## src/rtl/rxq_pkg.sv

```systemverilog
// Package rxq_pkg
// Shared sizes, status bit positions, the configuration record and the
// decode helpers for the receive queue status controller.
// Assumes depths are powers of two that grow by doubling from the smallest.
package rxq_pkg;

    localparam int CODE_W        = 3;
    localparam int MIN_DEPTH_LOG = 2;
    localparam int NUM_DEPTHS    = 4;
    localparam int MAX_DEPTH     = 1 << (MIN_DEPTH_LOG + NUM_DEPTHS - 1);
    localparam int CNT_W         = $clog2(MAX_DEPTH + 1);
    localparam int PTR_W         = $clog2(MAX_DEPTH);
    localparam int WORD_W        = 16;

    localparam int BIT_EMPTY = 0;
    localparam int BIT_FULL  = 1;
    localparam int BIT_LOST  = 2;
    localparam int BIT_IRQ   = 3;
    localparam int CNT_LSB   = 8;

    localparam int NUM_STICKY = 2;
    localparam int STK_LOST   = 0;
    localparam int STK_IRQ    = 1;

    typedef struct packed {
        logic              every_msg;
        logic [CODE_W-1:0] thr_code;
        logic [CODE_W-1:0] depth_code;
    } rxq_cfg_t;

    localparam int CFG_W = $bits(rxq_cfg_t);

    // Map a depth code to a message count; unknown codes give zero.
    function automatic logic [CNT_W-1:0] depth_of(input logic [CODE_W-1:0] code);
        logic [CNT_W-1:0] d;
        d = '0;
        for (int i = 1; i <= NUM_DEPTHS; i++) begin
            if (code == CODE_W'(i)) begin
                d = CNT_W'(1 << (MIN_DEPTH_LOG + i - 1));
            end
        end
        return d;
    endfunction

    // Trigger level: depth * (k + 1) / 2**CODE_W.
    function automatic logic [CNT_W-1:0] level_of(input logic [CNT_W-1:0] depth,
                                                  input logic [CODE_W-1:0] k);
        int unsigned prod;
        prod = int'(depth) * (int'(k) + 1);
        return CNT_W'(prod >> CODE_W);
    endfunction

endpackage

```

## src/rtl/rxq_cfg_reg.sv

```systemverilog
// Module rxq_cfg_reg
// Holds depth code, threshold code and interrupt mode.
// Assumes the register is writable only while global reset mode is active;
// writes at any other time are dropped.
module rxq_cfg_reg
    import rxq_pkg::*;
#(
    parameter int DATA_W = WORD_W
) (
    input  logic              clk,
    input  logic              rst_n,
    input  logic              glb_mode,
    input  logic              wr_en,
    input  logic [DATA_W-1:0] wr_data,
    output rxq_cfg_t          cfg
);

    // Load the configuration fields on a permitted write.
    always_ff @(posedge clk) begin
        if (!rst_n) begin
            cfg <= '0;
        end else if (wr_en && glb_mode) begin
            cfg <= rxq_cfg_t'(wr_data[CFG_W-1:0]);
        end
    end

endmodule

```

## src/rtl/rxq_occupancy.sv

```systemverilog
// Module rxq_occupancy
// Tracks unread count and the write/read slot pointers of the queue.
// Assumes depth is zero or a power of two not larger than 2**PTR_W; when
// the queue is inactive all state is held at zero.
module rxq_occupancy #(
    parameter int CNT_W = 6,
    parameter int PTR_W = 5
) (
    input  logic             clk,
    input  logic             rst_n,
    input  logic             active,
    input  logic             store_req,
    input  logic             read_adv,
    input  logic [CNT_W-1:0] depth,
    output logic [CNT_W-1:0] count,
    output logic [CNT_W-1:0] count_next,
    output logic [PTR_W-1:0] wr_ptr,
    output logic [PTR_W-1:0] rd_ptr,
    output logic             full,
    output logic             store_take,
    output logic             store_drop,
    output logic             read_take
);

    logic [PTR_W-1:0] wrap_mask;
    logic [PTR_W-1:0] wr_ptr_inc;
    logic [PTR_W-1:0] rd_ptr_inc;

    // Derive the pointer wrap mask from the power-of-two depth.
    always_comb begin
        wrap_mask = PTR_W'(depth - CNT_W'(1));
    end

    // Decide which strobes take effect this cycle.
    always_comb begin
        full       = (depth != '0) && (count == depth);
        store_take = active && store_req && !full;
        store_drop = active && store_req && full;
        read_take  = active && read_adv && (count != '0);
    end

    // Next unread count from accepted store and read.
    always_comb begin
        unique case ({store_take, read_take})
            2'b10:   count_next = count + CNT_W'(1);
            2'b01:   count_next = count - CNT_W'(1);
            default: count_next = count;
        endcase
    end

    // Next pointer values, wrapped at the depth.
    always_comb begin
        wr_ptr_inc = (wr_ptr + PTR_W'(1)) & wrap_mask;
        rd_ptr_inc = (rd_ptr + PTR_W'(1)) & wrap_mask;
    end

    // Register count and pointers; clear while inactive.
    always_ff @(posedge clk) begin
        if (!rst_n || !active) begin
            count  <= '0;
            wr_ptr <= '0;
            rd_ptr <= '0;
        end else begin
            count <= count_next;
            if (store_take) begin
                wr_ptr <= wr_ptr_inc;
            end
            if (read_take) begin
                rd_ptr <= rd_ptr_inc;
            end
        end
    end

endmodule

```

## src/rtl/rxq_sticky_flag.sv

```systemverilog
// Module rxq_sticky_flag
// One sticky status bit: set by an event, cleared by writing 0 to it,
// left alone by writing 1, cleared in global reset mode.
// Assumes a set event wins over a clearing write in the same cycle.
module rxq_sticky_flag (
    input  logic clk,
    input  logic rst_n,
    input  logic glb_mode,
    input  logic set_ev,
    input  logic stat_wr,
    input  logic wr_bit,
    output logic flag
);

    // Update the flag with set-over-clear priority.
    always_ff @(posedge clk) begin
        if (!rst_n || glb_mode) begin
            flag <= 1'b0;
        end else if (set_ev) begin
            flag <= 1'b1;
        end else if (stat_wr && !wr_bit) begin
            flag <= 1'b0;
        end
    end

endmodule

```

## src/rtl/rxq_flags.sv

```systemverilog
// Module rxq_flags
// Builds the message-lost and interrupt-request events and keeps them in
// sticky flags.
// Assumes count_next and level are in the same units as the unread count.
module rxq_flags
    import rxq_pkg::*;
#(
    parameter int CW     = CNT_W,
    parameter int DATA_W = WORD_W
) (
    input  logic              clk,
    input  logic              rst_n,
    input  logic              glb_mode,
    input  logic              store_take,
    input  logic              store_drop,
    input  logic              read_take,
    input  logic [CW-1:0]     count_next,
    input  logic [CW-1:0]     level,
    input  logic              every_msg,
    input  logic              stat_wr,
    input  logic [DATA_W-1:0] wr_data,
    output logic              lost,
    output logic              irq
);

    logic [NUM_STICKY-1:0] set_ev;
    logic [NUM_STICKY-1:0] wr_bits;
    logic [NUM_STICKY-1:0] flags;

    // Form the set events and pick each flag's bit from the write data.
    always_comb begin
        set_ev[STK_LOST]  = store_drop;
        set_ev[STK_IRQ]   = store_take &&
                            (every_msg || (!read_take && (count_next == level)));
        wr_bits[STK_LOST] = wr_data[BIT_LOST];
        wr_bits[STK_IRQ]  = wr_data[BIT_IRQ];
    end

    for (genvar g = 0; g < NUM_STICKY; g++) begin : g_sticky
        rxq_sticky_flag u_flag (
            .clk      (clk),
            .rst_n    (rst_n),
            .glb_mode (glb_mode),
            .set_ev   (set_ev[g]),
            .stat_wr  (stat_wr),
            .wr_bit   (wr_bits[g]),
            .flag     (flags[g])
        );
    end

    // Present the flags under their own names.
    always_comb begin
        lost = flags[STK_LOST];
        irq  = flags[STK_IRQ];
    end

endmodule

```

## src/rtl/rxq_status_ctrl.sv

```systemverilog
// Module rxq_status_ctrl
// Top of the receive queue status controller: configuration, occupancy,
// sticky flags and the status word. Payload storage lives outside and
// follows wr_ptr/rd_ptr and store_take.
// Assumes all inputs are synchronous to clk.
module rxq_status_ctrl
    import rxq_pkg::*;
#(
    parameter int DATA_W = WORD_W,
    parameter int PW     = PTR_W,
    parameter int CW     = CNT_W
) (
    input  logic              clk,
    input  logic              rst_n,
    input  logic              glb_rst_mode,
    input  logic              fifo_en,
    input  logic              store_req,
    input  logic              read_adv,
    input  logic              reg_wr,
    input  logic              reg_sel,
    input  logic [DATA_W-1:0] reg_wdata,
    output logic [DATA_W-1:0] status_word,
    output logic [PW-1:0]     wr_ptr,
    output logic [PW-1:0]     rd_ptr,
    output logic              store_take
);

    rxq_cfg_t       cfg;
    logic [CW-1:0]  depth;
    logic [CW-1:0]  level;
    logic [CW-1:0]  count;
    logic [CW-1:0]  count_next;
    logic           active;
    logic           full;
    logic           store_drop;
    logic           read_take;
    logic           lost;
    logic           irq;
    logic           cfg_wr;
    logic           stat_wr;

    // Split the register write strobe by target.
    always_comb begin
        cfg_wr  = reg_wr && !reg_sel;
        stat_wr = reg_wr && reg_sel;
    end

    // Decode depth and trigger level and decide if the queue runs.
    always_comb begin
        depth  = depth_of(cfg.depth_code);
        level  = level_of(depth, cfg.thr_code);
        active = fifo_en && !glb_rst_mode && (depth != '0);
    end

    rxq_cfg_reg #(.DATA_W(DATA_W)) u_cfg (
        .clk      (clk),
        .rst_n    (rst_n),
        .glb_mode (glb_rst_mode),
        .wr_en    (cfg_wr),
        .wr_data  (reg_wdata),
        .cfg      (cfg)
    );

    rxq_occupancy #(.CNT_W(CW), .PTR_W(PW)) u_occ (
        .clk        (clk),
        .rst_n      (rst_n),
        .active     (active),
        .store_req  (store_req),
        .read_adv   (read_adv),
        .depth      (depth),
        .count      (count),
        .count_next (count_next),
        .wr_ptr     (wr_ptr),
        .rd_ptr     (rd_ptr),
        .full       (full),
        .store_take (store_take),
        .store_drop (store_drop),
        .read_take  (read_take)
    );

    rxq_flags #(.CW(CW), .DATA_W(DATA_W)) u_flags (
        .clk        (clk),
        .rst_n      (rst_n),
        .glb_mode   (glb_rst_mode),
        .store_take (store_take),
        .store_drop (store_drop),
        .read_take  (read_take),
        .count_next (count_next),
        .level      (level),
        .every_msg  (cfg.every_msg),
        .stat_wr    (stat_wr),
        .wr_data    (reg_wdata),
        .lost       (lost),
        .irq        (irq)
    );

    // Assemble the status word from registered state.
    always_comb begin
        status_word                 = '0;
        status_word[BIT_EMPTY]      = (count == '0);
        status_word[BIT_FULL]       = full;
        status_word[BIT_LOST]       = lost;
        status_word[BIT_IRQ]        = irq;
        status_word[CNT_LSB +: CW]  = count;
    end

endmodule

```

## config.mk

```make
export PLATFORM = sky130hd
export DESIGN_NAME = rxq_status_ctrl
export DESIGN_NICKNAME = d
export VERILOG_FILES = /design/src/rtl/rxq_pkg.sv /design/src/rtl/rxq_cfg_reg.sv /design/src/rtl/rxq_occupancy.sv /design/src/rtl/rxq_sticky_flag.sv /design/src/rtl/rxq_flags.sv /design/src/rtl/rxq_status_ctrl.sv
export SDC_FILE = /design/constraint.sdc
export NUM_CORES = 1
export LEC_CHECK = 0
export BUFFER_PORTS_ARGS = -buffer_cell sky130_fd_sc_hd__buf_2
export CAP_MARGIN = 10
export CELL_PAD_IN_SITES_DETAIL_PLACEMENT = 1
export CELL_PAD_IN_SITES_GLOBAL_PLACEMENT = 2
export CORE_MARGIN = 2
export CORE_UTILIZATION = 31
export DETAILED_ROUTE_END_ITERATION = 12
export GPL_ROUTABILITY_DRIVEN = 0
export GPL_TIMING_DRIVEN = 1
export HOLD_SLACK_MARGIN = 0.15
export PLACE_DENSITY = 0.79
export SKIP_LAST_GASP = 1
export SLEW_MARGIN = 25
export SYNTH_ARGS = -nofsm -noshare
export SYNTH_HDL_FRONTEND = slang
export SYNTH_SLANG_ARGS = --single-unit
```

## constraint.sdc

```tcl
create_clock -name clk -period 4.75 [get_ports clk]
set_input_delay 0.7125 -clock clk [delete_from_list [all_inputs] [get_ports clk]]
set_output_delay 0.7125 -clock clk [all_outputs]
set_load 0.03 [all_outputs]
```

== After elaboration in Yosys (flattened, before gate mapping) ==
Cells that the tools add are included.
Word-level totals
  output and inout port bits: 27
  flip-flop bits (word level): 25
  bits of input ports: 24
Operators by class
  mux-type cells: 9
  multipliers: 1
  bitwise operators: 2
  eq/ne operators: 8
  add/sub/neg operators: 6
  reductions and logical operators: 31
Operators with widths (number)
  1-bit logical AND: 15
  6-bit equality test: 2
  6-bit two-way mux: 2
  6-bit case mux with 2 select lines: 1
  6-bit nonzero test: 2
  5-bit by 1-bit adder with 5-bit output (second input constant): 2
  5-bit AND: 2
  6-bit by 4-bit multiplier with 9-bit output: 1
  1-bit logical NOT: 8
  6-bit by 1-bit adder with 6-bit output (second input constant): 1
  3-bit by 2-bit equality test with 1-bit output (second input constant): 2
  6-bit logical NOT: 1
  6-bit by 1-bit subtractor with 6-bit output (second input constant): 1
  5-bit by 1-bit subtractor with 5-bit output (second input constant): 1
  3-bit by 1-bit adder with 4-bit output (second input constant): 1
  1-bit two-way mux: 4
  4-bit two-way mux: 1
  2-bit nonzero test: 2
  3-bit by 1-bit equality test with 1-bit output (second input constant): 1
  3-bit equality test (second input constant): 1
  1-bit logical OR: 3
  3-bit two-way mux: 1
  2-bit by 1-bit equality test with 1-bit output (second input constant): 1
  2-bit equality test (second input constant): 1

== Longest topological paths before layout ==
  depth after elaboration: 16
  depth in mapped cells: 17

== By module ==
A second synthesis with hierarchy kept.
Unflattened totals
  cells, all modules: 258
  area total of the unflattened synthesis: 2152.1 µm²
By module, submodules not included
  rxq_occupancy: seq. area each 320.3 µm², area each 1107.3 µm², times used 1, cells each 134
  rxq_status_ctrl: seq. area each 0.0 µm², area each 560.5 µm², times used 1, cells each 74
  rxq_cfg_reg: seq. area each 140.1 µm², area each 306.5 µm², times used 1, cells each 32
  rxq_sticky_flag: seq. area each 20.0 µm², area each 46.3 µm², times used 2, cells each 4
  rxq_flags: seq. area each 0.0 µm², area each 85.1 µm², times used 1, cells each 10

== Worst setup path before layout ==
OpenSTA, ideal clock, no wires.
  path kind: register to register
  start: register u_cfg.cfg[0] (netlist name)
  end: register u_flags.g_sticky[1].u_flag.flag
  data required time: 4671 ps
  library setup time: 79 ps
  arrival: 3691 ps
  path slack: 979 ps
  stages on the path, launching flop included: 17
  path through: dfxtp_1 > clkbuf_1 > and2_0 > inv_1 > ha_1 > a311oi_2 > and2_1 > clkbuf_1 > nand2_1 > ha_1 > ha_1 > a211oi_1 > o21ai_0 > mux2i_1 > a211oi_1 > o2111ai_1 > a211oi_2
On the way
  longest elaborated chain between the ends: 16
  elaborated cells on any way between the ends: 28
Ends and longest elaborated chain
  3-bit by 1-bit equality test with 1-bit output: RTL line rxq_pkg.sv:38  | if (code == CODE_W'(i)) begin
  3-bit two-way mux: RTL line rxq_pkg.sv:38
  4-bit two-way mux: RTL line rxq_pkg.sv:38
  6-bit two-way mux: RTL line rxq_pkg.sv:38
  6-bit two-way mux (*): RTL line rxq_pkg.sv:38
  branches (longest 9 deep; another with 6-bit by 4-bit multiplier with 9-bit output)
  1-bit logical AND (*): RTL line rxq_flags.sv:33  | set_ev[STK_IRQ] = store_take &&
  1-bit two-way mux / 2-bit nonzero test (equally long branches)
  end signal: assignment: RTL line rxq_sticky_flag.sv:18  | flag <= 1'b0;
  end signal: assignment: RTL line rxq_sticky_flag.sv:20  | flag <= 1'b1;
  end signal: assignment: RTL line rxq_sticky_flag.sv:22  | flag <= 1'b0;
  end: declaration: RTL line rxq_sticky_flag.sv:12  | output logic flag
Every way passes the cells marked *.
A chain may end at the register's enable or synchronous reset.

== Worst setup path in the final report ==
  start: register u_cfg.cfg[1] (netlist name)
  end: register u_flags.g_sticky[1].u_flag.flag
On the way
  longest elaborated chain between the ends: 16
  elaborated cells on any way between the ends: 28
Ends and longest elaborated chain (RTL line)
  3-bit by 1-bit equality test with 1-bit output: rxq_pkg.sv:38
  3-bit two-way mux: rxq_pkg.sv:38
  4-bit two-way mux: rxq_pkg.sv:38
  6-bit two-way mux: rxq_pkg.sv:38
  6-bit two-way mux (*): rxq_pkg.sv:38
  branches (longest 9 deep; another with 6-bit by 4-bit multiplier with 9-bit output)
  1-bit logical AND (*): rxq_flags.sv:33
  1-bit two-way mux / 2-bit nonzero test (equally long branches)
Marks and branches as above.

==> reports/metrics.csv <==
metric,value,unit
grt_pass1_vias,1850,
fin_ws,0.4480,ns
antenna_found_initial,0,
final.setup.tns,0,ns
synthCells,260,
critPathRequiredTime,4.90,ns
drtAntennaViolNets,0,
die_x,87.52,um
wl_per_cell,14.34,um
finalSetupViolCount,0,
grt_max_degree,17,
cts_buffers,3,
routed.top_layer,met4,
layout_min_cycle_time,4.302,ns
slew_headroom,0.5701,
ys_seq_area_frac,0.2315,
route.met2.wl,2591,um
wirelength,5377,um
dpl-instance-area,2410,um2
p_total,0.4066,mW
overflow,0,
cts_tree,built,
power_density,165.5,nW/um2
synth.avg_cell_area,8.316,um2
grt_usage,0.1479,
antenna_cells,0,
layout_commonest_cell,buf_2,
r2r_slack,0.45,ns
clk_latency,0.28,ns
critPathLaunch,u_cfg.cfg[1],
max_freq,0.2325,GHz
postCtsSetupBuffers,0,
final_cells,375,
die_h,87.52,um
drv_cap,0,
dp.cells,371,
tightest_slew,0.6432,ns
synth_edf_count,0,
cp-start-kind,flop,
start_util,0.3200,
whs_path_depth,2,
final_nets,344,
whs_endpoint,u_flags.g_sticky[0].u_flag.flag,
outcome,"finished, final reports clean",
synth_warnings,0,
p_leak,1.168,nW
place_worst_setup_slack,0.5045,ns
cts_resized,0,
grt_setup_unrepaired,false,
cp_max_fo,10,
route.met3.wl,138,um
drt-initial-drc-count,62,
drc,0,
cts.sinks,25,
utilization,0.3635,
hpwl,4281,um
vias,1929,
rows,30,
ys.flop_type,dfxtp_1,
synthArstFlopShare,0,
clockRootBuffer,clkbuf_8,
hold_ws,0.4976,ns
hold_viol,0,
reg2reg_to,u_flags.g_sticky[1].u_flag.flag,
die_area,7659,um2
area_growth,13.60,%
grt_first_pass_wirelength,8990,um
clk_path_buf_depth,2,
report.final.slew_viol_count,0,
finalInstanceArea,2456,um2
finalClockSkew,0.009542,ns
ys_types,46,
synth-seq-cells,25,
portBuffers,35,
ir_drop,0.09778,mV
clk_pin_slew,0.09,ns
io-pin-count,51,
cts_hold_buf,0,
end_kind,flop,
synthesis.area,2162,um2
r2r_start,u_cfg.cfg[1],
wl_met1,2606,um
drive_gt1_frac,0.1831,
cp.arrival,4.45,ns
nFillCells,844,
via_per_inst,5.144,
worstHoldStart,u_flags.g_sticky[0].u_flag.flag,
hold_class,reg2reg,
r2r_cells,16,
mostFrequentLayoutCells,"buf_2 (35), dfxtp_1 (25), nor2_1 (19), ha_1 (19), a21oi_1 (18)",
timing.final.crit_share,0.9057,
core,6756,um2
cts_htree_levels,1,
first_pass_iters,4,
timing_worst_setup_path_type,reg2reg,
logic make-up (layout without fill, tap and decap cells):
family / Yosys count / after routing / share of synthesized area
buffers and inverters: 31 / 61 / 0.07002
AOI/OAI and AO/OA: 53 / 53 / 0.1632
xor gates and xnor gates: 16 / 16 / 0.06481
and+or+nand+nor: 97 / 97 / 0.2523
DFF: 25 / 25 / 0.2315
adders and majority gates: 24 / 24 / 0.1563
other: 1 / 6 / 0.001734
muxes: 13 / 13 / 0.06018
cell usage after synthesis, types with 3 or more instances:
| cell | instances | area share |
|---|---|---|
| clkbuf_1 | 5 | 0.0087 |
| fa_1 | 5 | 0.046 |
| nand3_1 | 14 | 0.032 |
| dfxtp_1 | 25 | 0.23 |
| a21oi_1 | 18 | 0.042 |
| nand3b_1 | 3 | 0.010 |
| o31ai_1 | 7 | 0.024 |
| nor3b_1 | 9 | 0.031 |
| nor2b_1 | 13 | 0.038 |
| and3_1 | 3 | 0.0087 |
| mux2i_1 | 13 | 0.060 |
| nand2_1 | 14 | 0.024 |
| a31oi_1 | 3 | 0.0087 |
| inv_1 | 15 | 0.026 |
| xor2_1 | 6 | 0.024 |
| xnor2_1 | 10 | 0.041 |
| nand2b_1 | 4 | 0.012 |
| or4_1 | 3 | 0.010 |
| o21ai_0 | 9 | 0.021 |
| buf_4 | 9 | 0.031 |
| ha_1 | 19 | 0.11 |
| nor3_1 | 3 | 0.0069 |
| nor2_1 | 19 | 0.033 |
sequential cells by signal, summed over array words and instances (netlist names):
register and flops:
u_occ.rd_ptr 5, u_occ.count 6, u_occ.wr_ptr 5, u_flags.g_sticky.u_flag.flag 2, u_cfg.cfg 7
layer usage:
| metal | global-route usage | vias up |
|---|---|---|
| met5 | 0 | - |
| met4 | 0.03357 | 0 |
| met3 | 0.01801 | 2 |
| met2 | 0.2541 | 24 |
| met1 | 0.1979 | 929 |
| li1 | - | 974 |
cell type report:
cell class	instances	area, um2	area share
flip-flops and latches	25	500.5	0.2038
well taps	80	100.1	0.04075
inverters	16	60.06	0.02445
clock buffers	3	41.29	0.01681
multi-input cells	209	1529	0.6225
clock inverters	1	5.005	0.002038
repair buffers	41	220.2	0.08966
power by group:
part | switching, mW | total (mW) | internal [mW]
Clock | 0.0723 | 0.131 | 0.0588
Sequential | 0.00304 | 0.215 | 0.212
Combinational | 0.0377 | 0.0609 | 0.0232
Total | 0.113 | 0.407 | 0.294
critical path, stage by stage, from the launching register on:
cell and delay (ns):
dfxtp_1 0.41, nor2_1 0.20, and2_0 0.38, inv_1 0.14, ha_1 0.29, a21oi_1 0.15, o31ai_1 0.09, a211o_1 0.29
nand2_1 0.10, ha_1 0.39, ha_1 0.32, a211oi_1 0.38, o21ai_0 0.19, mux2i_1 0.30, a211oi_1 0.12, o2111ai_1 0.32
a211oi_2 0.11
how the worst max path moves through the flow:
stage,cells after the start,slack [ns],end
2_1_floorplan,16,0.98,u_flags.g_sticky[1].u_flag.flag
3_3_place_gp,16,0.52,u_flags.g_sticky[1].u_flag.flag
3_5_place_dp,16,0.50,u_flags.g_sticky[1].u_flag.flag
4_1_cts,16,0.45,u_flags.g_sticky[1].u_flag.flag
5_1_grt,16,0.09,u_flags.g_sticky[1].u_flag.flag
6_report,16,0.45,u_flags.g_sticky[1].u_flag.flag
Note: power is estimated with default switching activity, not from simulation.
